--- config.mk ---
export PLATFORM = sky130hd
export DESIGN_NAME = refclk_presence_monitor
export DESIGN_NICKNAME = d
export VERILOG_FILES = /design/src/rtl/rpm_pkg.sv /design/src/rtl/rpm_sync_edge.sv /design/src/rtl/rpm_window_timer.sv /design/src/rtl/rpm_edge_counter.sv /design/src/rtl/refclk_presence_monitor.sv
export SDC_FILE = /design/constraint.sdc
export NUM_CORES = 1
export LEC_CHECK = 0
export BUFFER_PORTS_ARGS = -buffer_cell sky130_fd_sc_hd__buf_2
export CORE_MARGIN = 2
export CORE_UTILIZATION = 60
export CTS_BUF_LIST = sky130_fd_sc_hd__clkbuf_2
export DETAILED_ROUTE_END_ITERATION = 12
export HOLD_SLACK_MARGIN = 0.06
export PLACE_DENSITY = 0.75
export SYNTH_ARGS = -nofsm -noshare
export SYNTH_HDL_FRONTEND = slang
export SYNTH_SLANG_ARGS = --single-unit
export TNS_END_PERCENT = 10
--- constraint.sdc ---
create_clock -name clk -period 1.8 [get_ports clk]
set_clock_uncertainty 0.15 [all_clocks]
set_input_delay 0.27 -clock clk [delete_from_list [all_inputs] [get_ports clk]]
set_output_delay 0.27 -clock clk [all_outputs]
set_load 0.03 [all_outputs]
--- src/rtl/rpm_pkg.sv ---
package rpm_pkg;
    typedef enum logic [0:0] {
        ST_LOST    = 1'b0,
        ST_PRESENT = 1'b1
    } mon_state_e;
endpackage

--- src/rtl/rpm_sync_edge.sv ---
module rpm_sync_edge #(
    parameter int STAGES = 2
) (
    input  logic clk,
    input  logic rst_n,
    input  logic async_in,
    output logic rise
);
    logic [STAGES-1:0] sh_q;
    logic              last_q;

    generate
        if (STAGES == 1) begin : g_one
            always_ff @(posedge clk or negedge rst_n) begin
                if (!rst_n) sh_q <= '0;
                else        sh_q <= async_in;
            end
        end else begin : g_many
            always_ff @(posedge clk or negedge rst_n) begin
                if (!rst_n) sh_q <= '0;
                else        sh_q <= {sh_q[STAGES-2:0], async_in};
            end
        end
    endgenerate

    always_ff @(posedge clk or negedge rst_n) begin
        if (!rst_n) last_q <= 1'b0;
        else        last_q <= sh_q[STAGES-1];
    end

    assign rise = sh_q[STAGES-1] & ~last_q;


    single_rise_chk: assert property (@(posedge clk) disable iff (!rst_n)
        rise |=> !rise);
endmodule

--- src/rtl/rpm_window_timer.sv ---
module rpm_window_timer #(
    parameter int WIN = 6624
) (
    input  logic clk,
    input  logic rst_n,
    output logic tick
);
    localparam int W = (WIN > 1) ? $clog2(WIN) : 1;
    localparam logic [W-1:0] LAST = W'(WIN - 1);

    logic [W-1:0] cnt_q;

    always_ff @(posedge clk or negedge rst_n) begin
        if (!rst_n)             cnt_q <= '0;
        else if (cnt_q == LAST) cnt_q <= '0;
        else                    cnt_q <= cnt_q + 1'b1;
    end

    assign tick = (cnt_q == LAST);


    window_wrap_chk: assert property (@(posedge clk) disable iff (!rst_n)
        tick |=> (cnt_q == '0));
endmodule

--- src/rtl/rpm_edge_counter.sv ---
module rpm_edge_counter #(
    parameter int MAXC = 3,
    localparam int W = $clog2(MAXC + 1)
) (
    input  logic         clk,
    input  logic         rst_n,
    input  logic         inc,
    input  logic         clr,
    output logic [W-1:0] total
);
    localparam logic [W-1:0] CAP = W'(MAXC);

    logic [W-1:0] cnt_q;

    assign total = (cnt_q == CAP) ? cnt_q : cnt_q + W'(inc);

    always_ff @(posedge clk or negedge rst_n) begin
        if (!rst_n)   cnt_q <= '0;
        else if (clr) cnt_q <= '0;
        else          cnt_q <= total;
    end


    no_wrap_chk: assert property (@(posedge clk) disable iff (!rst_n)
        !clr |=> (cnt_q >= $past(cnt_q)));

    restart_chk: assert property (@(posedge clk) disable iff (!rst_n)
        clr |=> (cnt_q == '0));
endmodule

--- src/rtl/refclk_presence_monitor.sv ---
module refclk_presence_monitor #(
    parameter int LOCAL_PER_REF = 2208,
    parameter int WINDOW_REFS   = 3,
    parameter int PRESENT_MIN   = 2,
    parameter int SYNC_STAGES   = 2
) (
    input  logic clk,
    input  logic rst_n,
    input  logic ref_in,
    output logic ref_present,
    output logic use_local,
    output logic status_chg
);
    import rpm_pkg::*;

    localparam int WIN = LOCAL_PER_REF * WINDOW_REFS;
    localparam int CW  = $clog2(WINDOW_REFS + 1);
    localparam logic [CW-1:0] MIN_C = CW'(PRESENT_MIN);

    logic          edge_seen;
    logic          win_end;
    logic [CW-1:0] win_total;
    mon_state_e    st_q, st_nx;
    logic          chg_q;

    rpm_sync_edge #(.STAGES(SYNC_STAGES)) u_sync (
        .clk(clk), .rst_n(rst_n), .async_in(ref_in), .rise(edge_seen)
    );

    rpm_window_timer #(.WIN(WIN)) u_timer (
        .clk(clk), .rst_n(rst_n), .tick(win_end)
    );

    rpm_edge_counter #(.MAXC(WINDOW_REFS)) u_count (
        .clk(clk), .rst_n(rst_n), .inc(edge_seen), .clr(win_end),
        .total(win_total)
    );

    always_comb begin
        st_nx = st_q;
        unique case (st_q)
            ST_LOST:    if (win_end && (win_total >= MIN_C)) st_nx = ST_PRESENT;
            ST_PRESENT: if (win_end && (win_total <  MIN_C)) st_nx = ST_LOST;
            default:    st_nx = ST_LOST;
        endcase
    end

    always_ff @(posedge clk or negedge rst_n) begin
        if (!rst_n) st_q <= ST_LOST;
        else        st_q <= st_nx;
    end

    always_ff @(posedge clk or negedge rst_n) begin
        if (!rst_n) chg_q <= 1'b0;
        else        chg_q <= (st_nx != st_q);
    end

    assign ref_present = (st_q == ST_PRESENT);
    assign use_local   = (st_q == ST_LOST);
    assign status_chg  = chg_q;


    select_hold_chk: assert property (@(posedge clk) disable iff (!rst_n)
        !win_end |=> $stable(use_local));

    chg_marks_flip_chk: assert property (@(posedge clk) disable iff (!rst_n)
        status_chg |-> (ref_present != $past(ref_present)));

    chg_single_chk: assert property (@(posedge clk) disable iff (!rst_n)
        status_chg |=> !status_chg);

    select_excl_chk: assert property (@(posedge clk) disable iff (!rst_n)
        $onehot({ref_present, use_local}));
endmodule

Yosys cells after proc, flatten, opt, wreduce, memory -nomap -nowiden
Index checks and enable logic that the tools add are counted.

Equality and inequality tests: 3. Reductions and logical operators: 2. Magnitude comparators: 2. Mux-type cells: 6. Bitwise operators: 3. Add/subtract/negate cells: 2.

Operators by type and width (count): $add A13 B1 Y13 const B (1); $eq A13 B13 Y1 const B (1); $mux W13 (1); $mux W2 (2); $add A2 B1 Y2 (1); $eq A2 B2 Y1 const B (1); $ge A2 B2 Y1 const B (1); $logic_and A1 B1 Y1 (2); $lt A2 B2 Y1 const B (1); $mux W1 (2); $not A1 Y1 (2); $pmux W1 S2 (1); $and A1 B1 Y1 (1); $ne A1 B1 Y1 (1).

Word-level logic and storage cells: 24. Output and inout bits: 3. Flip-flop bits (word level): 20. Input port bits: 3.

Logic depth before layout (Yosys ltp)
Depth in word-level cells: 9. Gate-level depth with buffers: 6. Mapped depth without buffers: 6.

Modules after synthesis
Synthesis repeated with hierarchy kept, for this count alone.

Cell total of the unflattened synthesis: 81. Area total of the unflattened synthesis: 915.9 um^2.

By module, submodules not included: rpm_window_timer (instances 1, area an instance 639.4 um^2, seq. area each 325.3 um^2, cells an instance 61); rpm_edge_counter (instances 1, area an instance 110.1 um^2, seq. area each 50.0 um^2, cells an instance 9); rpm_sync_edge (instances 1, area an instance 88.8 um^2, seq. area each 75.1 um^2, cells an instance 4); refclk_presence_monitor (instances 1, area an instance 77.6 um^2, seq. area each 50.0 um^2, cells an instance 7).

Least setup slack after synthesis
OpenSTA, ideal clock, no wires.

Path type: reg2reg. Start point: reg u_timer.cnt_q[0]. End point: reg st_q, in the netlist ref_present. Stages on the path, launching flop included: 6. Path slack: 218 ps. Data required time: 1569 ps. Arrival: 1351 ps. Cell sequence: dfrtp_1 ha_1 and4_1 and4_4 buf_6 mux2i_1.

Longest elaborated chain between the ends: 4. Elaborated cells between the ends (all ways): 6.

Ends and longest elaborated chain: from (decl) (line rpm_window_timer.sv:11) `logic [W-1:0] cnt_q;`; from (signal assigned) (line rpm_window_timer.sv:16) `else cnt_q <= cnt_q + 1'b1;`; $eq A13 B13 Y1 * (line rpm_window_timer.sv:19) `assign tick = (cnt_q == LAST);`; $logic_and A1 B1 Y1 (on tied branches) (line refclk_presence_monitor.sv:43, refclk_presence_monitor.sv:42); $mux W1 (on tied branches) (line refclk_presence_monitor.sv:43, refclk_presence_monitor.sv:42); $pmux W1 S2 * (line refclk_presence_monitor.sv:41) `unique case (st_q)`; via st_nx (line refclk_presence_monitor.sv:23) `mon_state_e st_q, st_nx;`; to (signal assigned) (line refclk_presence_monitor.sv:50) `else st_q <= st_nx;`; to (decl) (line refclk_presence_monitor.sv:23).

The timed path passes the listed nets; every way through them passes the cells marked *.

Worst setup path after layout
Start point: reg u_timer.cnt_q[0]. End point: reg u_timer.cnt_q[7].

Longest elaborated chain between the ends: 2. Elaborated cells between the ends (all ways): 3.

Ends and longest elaborated chain: $add A13 B1 Y13 / $eq A13 B13 Y1 (equally long branches) (line rpm_window_timer.sv:16, rpm_window_timer.sv:15); $mux W13 * (line rpm_window_timer.sv:15) `else if (cnt_q == LAST) cnt_q <= '0;`.

Every way passes the cells marked *; elsewhere a longest branch is shown, timed or not.

==> summary.txt <==
Clock network
  – CTS tree: yes
  – Worst-path clk slew: 0.17 ns
  – CTS buffer count: 3
  – Clock buffer depth: 2
  – Clock Sinks: 20
  – Worst-skew pair later-pin latency: 0.30 ns
  – CTS H-tree lvls: 1
  – Root Driver: clkbuf_2

GRT
  – Total track usage: 0.200
  – Initial antenna violation count: 0
  – Number of global-route vias before repair: 597
  – GR Overflow Total: 0
  – Pin count of the biggest net entering global routing: 21
  – Global-route wire length before repair: 2690 um

Setup path
  – Slowest-stage cell, CP: dfrtp_1
  – Crit Reg-Reg Startpoint: u_timer.cnt_q[0]
  – CP Depth: 5
  – Data arrival, critical path: 1.78 ns
  – Setup CP Type: reg2reg
  – R2R Path End: u_timer.cnt_q[7]
  – Critical path capture point type: flop
  – R2R depth: 5
  – CP peak stage delay: 0.43 ns
  – Crit-path cells: ha_1, and4_1, and4_4, o21ai_1, a22o_1
  – Crit start category: flop
  – Top delay family on crit path: simple AND/OR/NAND/NOR gates
  – R2R Setup Slk: 0.09 ns
  – CP bufs+invs: 0
  – Worst path required time: 1.87 ns
  – Crit-path max FO: 12

Run
  – Max-Cap Viols: 0

Timing
  – RSZ-0062 raised after global routing: no
  – Final Worst Setup Slack: 0.0936 ns
  – Min Clock Period, post-route: 1.71 ns
  – Pins Over Slew Limit: 0
  – Total negative slack: 0 ns
  – Finish-stage setup viols: 0
  – Final Cycle Share: 0.948
  – Headroom to the max-slew limit: 0.717
  – Worst-margin pin slew: 0.425 ns
  – Peak Freq: 0.586 GHz
  – Final hold vios: 0

Route
  – Vias per cell: 5.65
  – Routed Antenna Nets: 0
  – Post-DR wirelength/cell: 13.5 um
  – Via count: 599
  – DR DRC count: 0
  – WL final: 1440 um
  – DR pass1 iterations: 4
  – DRT iter0 DRCs: 20

Power
  – Leak pwr: 0.432 nW
  – Total power: 646 uW
  – Maximum VDD drop: 574 uV
  – PwrDens: 653 nW/um^2

Finish
  – Share of layout cells above drive strength 1: 0.156
  – Area added between synthesis and finish: 9.27%
  – Diodes inserted: 0
  – Final nets: 96
  – Fillers: 113
  – Finished Cell Area: 988 sq um
  – Fin cells: 106

Synth
  – Mapped Cells: 78
  – Synth area leader: dfrtp_1
  – Count of cell types in the netlist: 26
  – Top cell type's share of synthesized area: 0.553
  – Synth top area cells: dfrtp_1 55%, xnor2_1 4.8%, nand3_1 4.4%, xor2_1 3.9%, nor2_1 3.3%
  – Top cells by count, synth: 20 x dfrtp_1, 8 x nand3_1, 8 x nor2_1
  – Synth Net Count: 83
  – Cell Area, Synth: 905 sq um
  – Register area share after synthesis: 0.553
  – Synth Warn #: 0
  – Synthesis-stage register bit count: 20
  – Most common flop cell mapped by yosys: dfrtp_1
  – Syn_area_per_cell: 11.6 sq um
  – Most numerous cell in the Yosys netlist: dfrtp_1
  – Synth async-reset ratio: 1.00
  – Number of synthesized flops with an enable pin: 0

Min path
  – Hold-critical path endpoint: u_sync.sh_q[1]
  – Hold Path Depth: 0
  – Worst Hold Class: reg2reg
  – Worst hold start: u_sync.sh_q[0]

Place
  – Post-DP HPWL: 975 um
  – Post-DP Area: 942 sq um
  – Gpl congestion: 0.748
  – I/O Buffers: 5
  – Placed Cells: 99
  – Placement Setup Slack: 0.107 ns

Floorplan
  – Initial Utilization: 0.622
  – Die Y: 42.8 um
  – Die extent in x: 42.8 um
  – Core box area: 1450 sq um
  – FP Rows: 14
  – Ports: 6
  – Die area: 1830 sq um

Outcome
  – Status: finished, final reports clean
[stage by stage]
stage                     hold WS, ns  utilization
after floorplan                -0.176            -
after CTS                       0.225        0.675
after global routing            0.241        0.680
after detailed placement       0.0809        0.648
final                           0.222        0.680
after global placement         0.0773        0.648
[registers in the layout, summed over array words and instances (netlist names)]
name           count
u_count.cnt_q      2
u_sync.last_q      1
u_timer.cnt_q     13
ref_present        1
status_chg         1
u_sync.sh_q        2
[power by group]
| group | total, mW | leakage (nW) | internal [mW] | switching, mW |
|---|---|---|---|---|
| clock | 0.176 | 0.0140 | 0.0483 | 0.127 |
| combinational | 0.0158 | 0.170 | 0.00582 | 0.00996 |
| sequential | 0.454 | 0.248 | 0.453 | 0.00109 |
| total | 0.646 | 0.432 | 0.507 | 0.139 |
[layer usage]
layer	GRT usage	up-vias	wire length (um)
li1	-	293	-
met1	0.270	290	675
met2	0.309	12	689
met3	0.0426	4	46
met4	0.0875	0	24
met5	0	-	0
[how the worst max path moves through the flow]
stage	from	to
finish	u_timer.cnt_q[0]	u_timer.cnt_q[7]
global route	u_timer.cnt_q[0]	u_timer.cnt_q[7]
CTS	u_timer.cnt_q[0]	u_timer.cnt_q[7]
detailed placement	u_timer.cnt_q[0]	u_timer.cnt_q[7]
global placement	u_timer.cnt_q[0]	u_timer.cnt_q[7]
floorplan	u_timer.cnt_q[0]	ref_present
[cells by family after synthesis]
group           synth area share
xor+xnor                  0.0871
flops                      0.553
mux                       0.0221
buf+inv                   0.0290
compound gates            0.0429
simple gates               0.238
fa+ha+maj                 0.0277
[cells in the final DEF (no fill, tap or decap), types with 2 or more instances in the layout]
| master | netlist | layout |
|---|---|---|
| clkbuf_2 | 0 | 3 |
| and2b_1 | 2 | 2 |
| a21oi_1 | 2 | 2 |
| dfrtp_1 | 20 | 20 |
| dlygate4sd3_1 | 0 | 2 |
| xnor2_1 | 5 | 5 |
| nand3_1 | 8 | 8 |
| buf_4 | 0 | 3 |
| ha_1 | 2 | 2 |
| nor2b_1 | 2 | 2 |
| nand2_1 | 4 | 4 |
| xor2_1 | 4 | 4 |
| nand4_1 | 2 | 2 |
| mux2i_1 | 2 | 2 |
| nor2_1 | 8 | 8 |
| o21ai_0 | 3 | 3 |
| buf_2 | 0 | 5 |
[layout make-up]
class | count | area, sq um | area share
tap | 16 | 20.0 | 0.0203
timing repair buffer | 10 | 67.6 | 0.0684
multi-input combinational | 55 | 378 | 0.382
inverter | 1 | 3.75 | 0.00380
clock buffer | 3 | 15.0 | 0.0152
sequential | 20 | 500 | 0.506
clock inverter | 1 | 3.75 | 0.00380
[worst reg2reg max path, stage by stage, from the launching register on]
cell and delay [ns]:
dfrtp_1 0.43, ha_1 0.22, and4_1 0.23, and4_4 0.32, o21ai_1 0.09, a22o_1 0.18
[timing repair]
item,4_1_cts,5_1_grt
hold buffers,2,0
buffers inserted,0,1
setup endpoints to repair,0,1
endpoints found under the hold margin,21,0
resized for setup,0,0
Power figures use the tool's default switching activity.
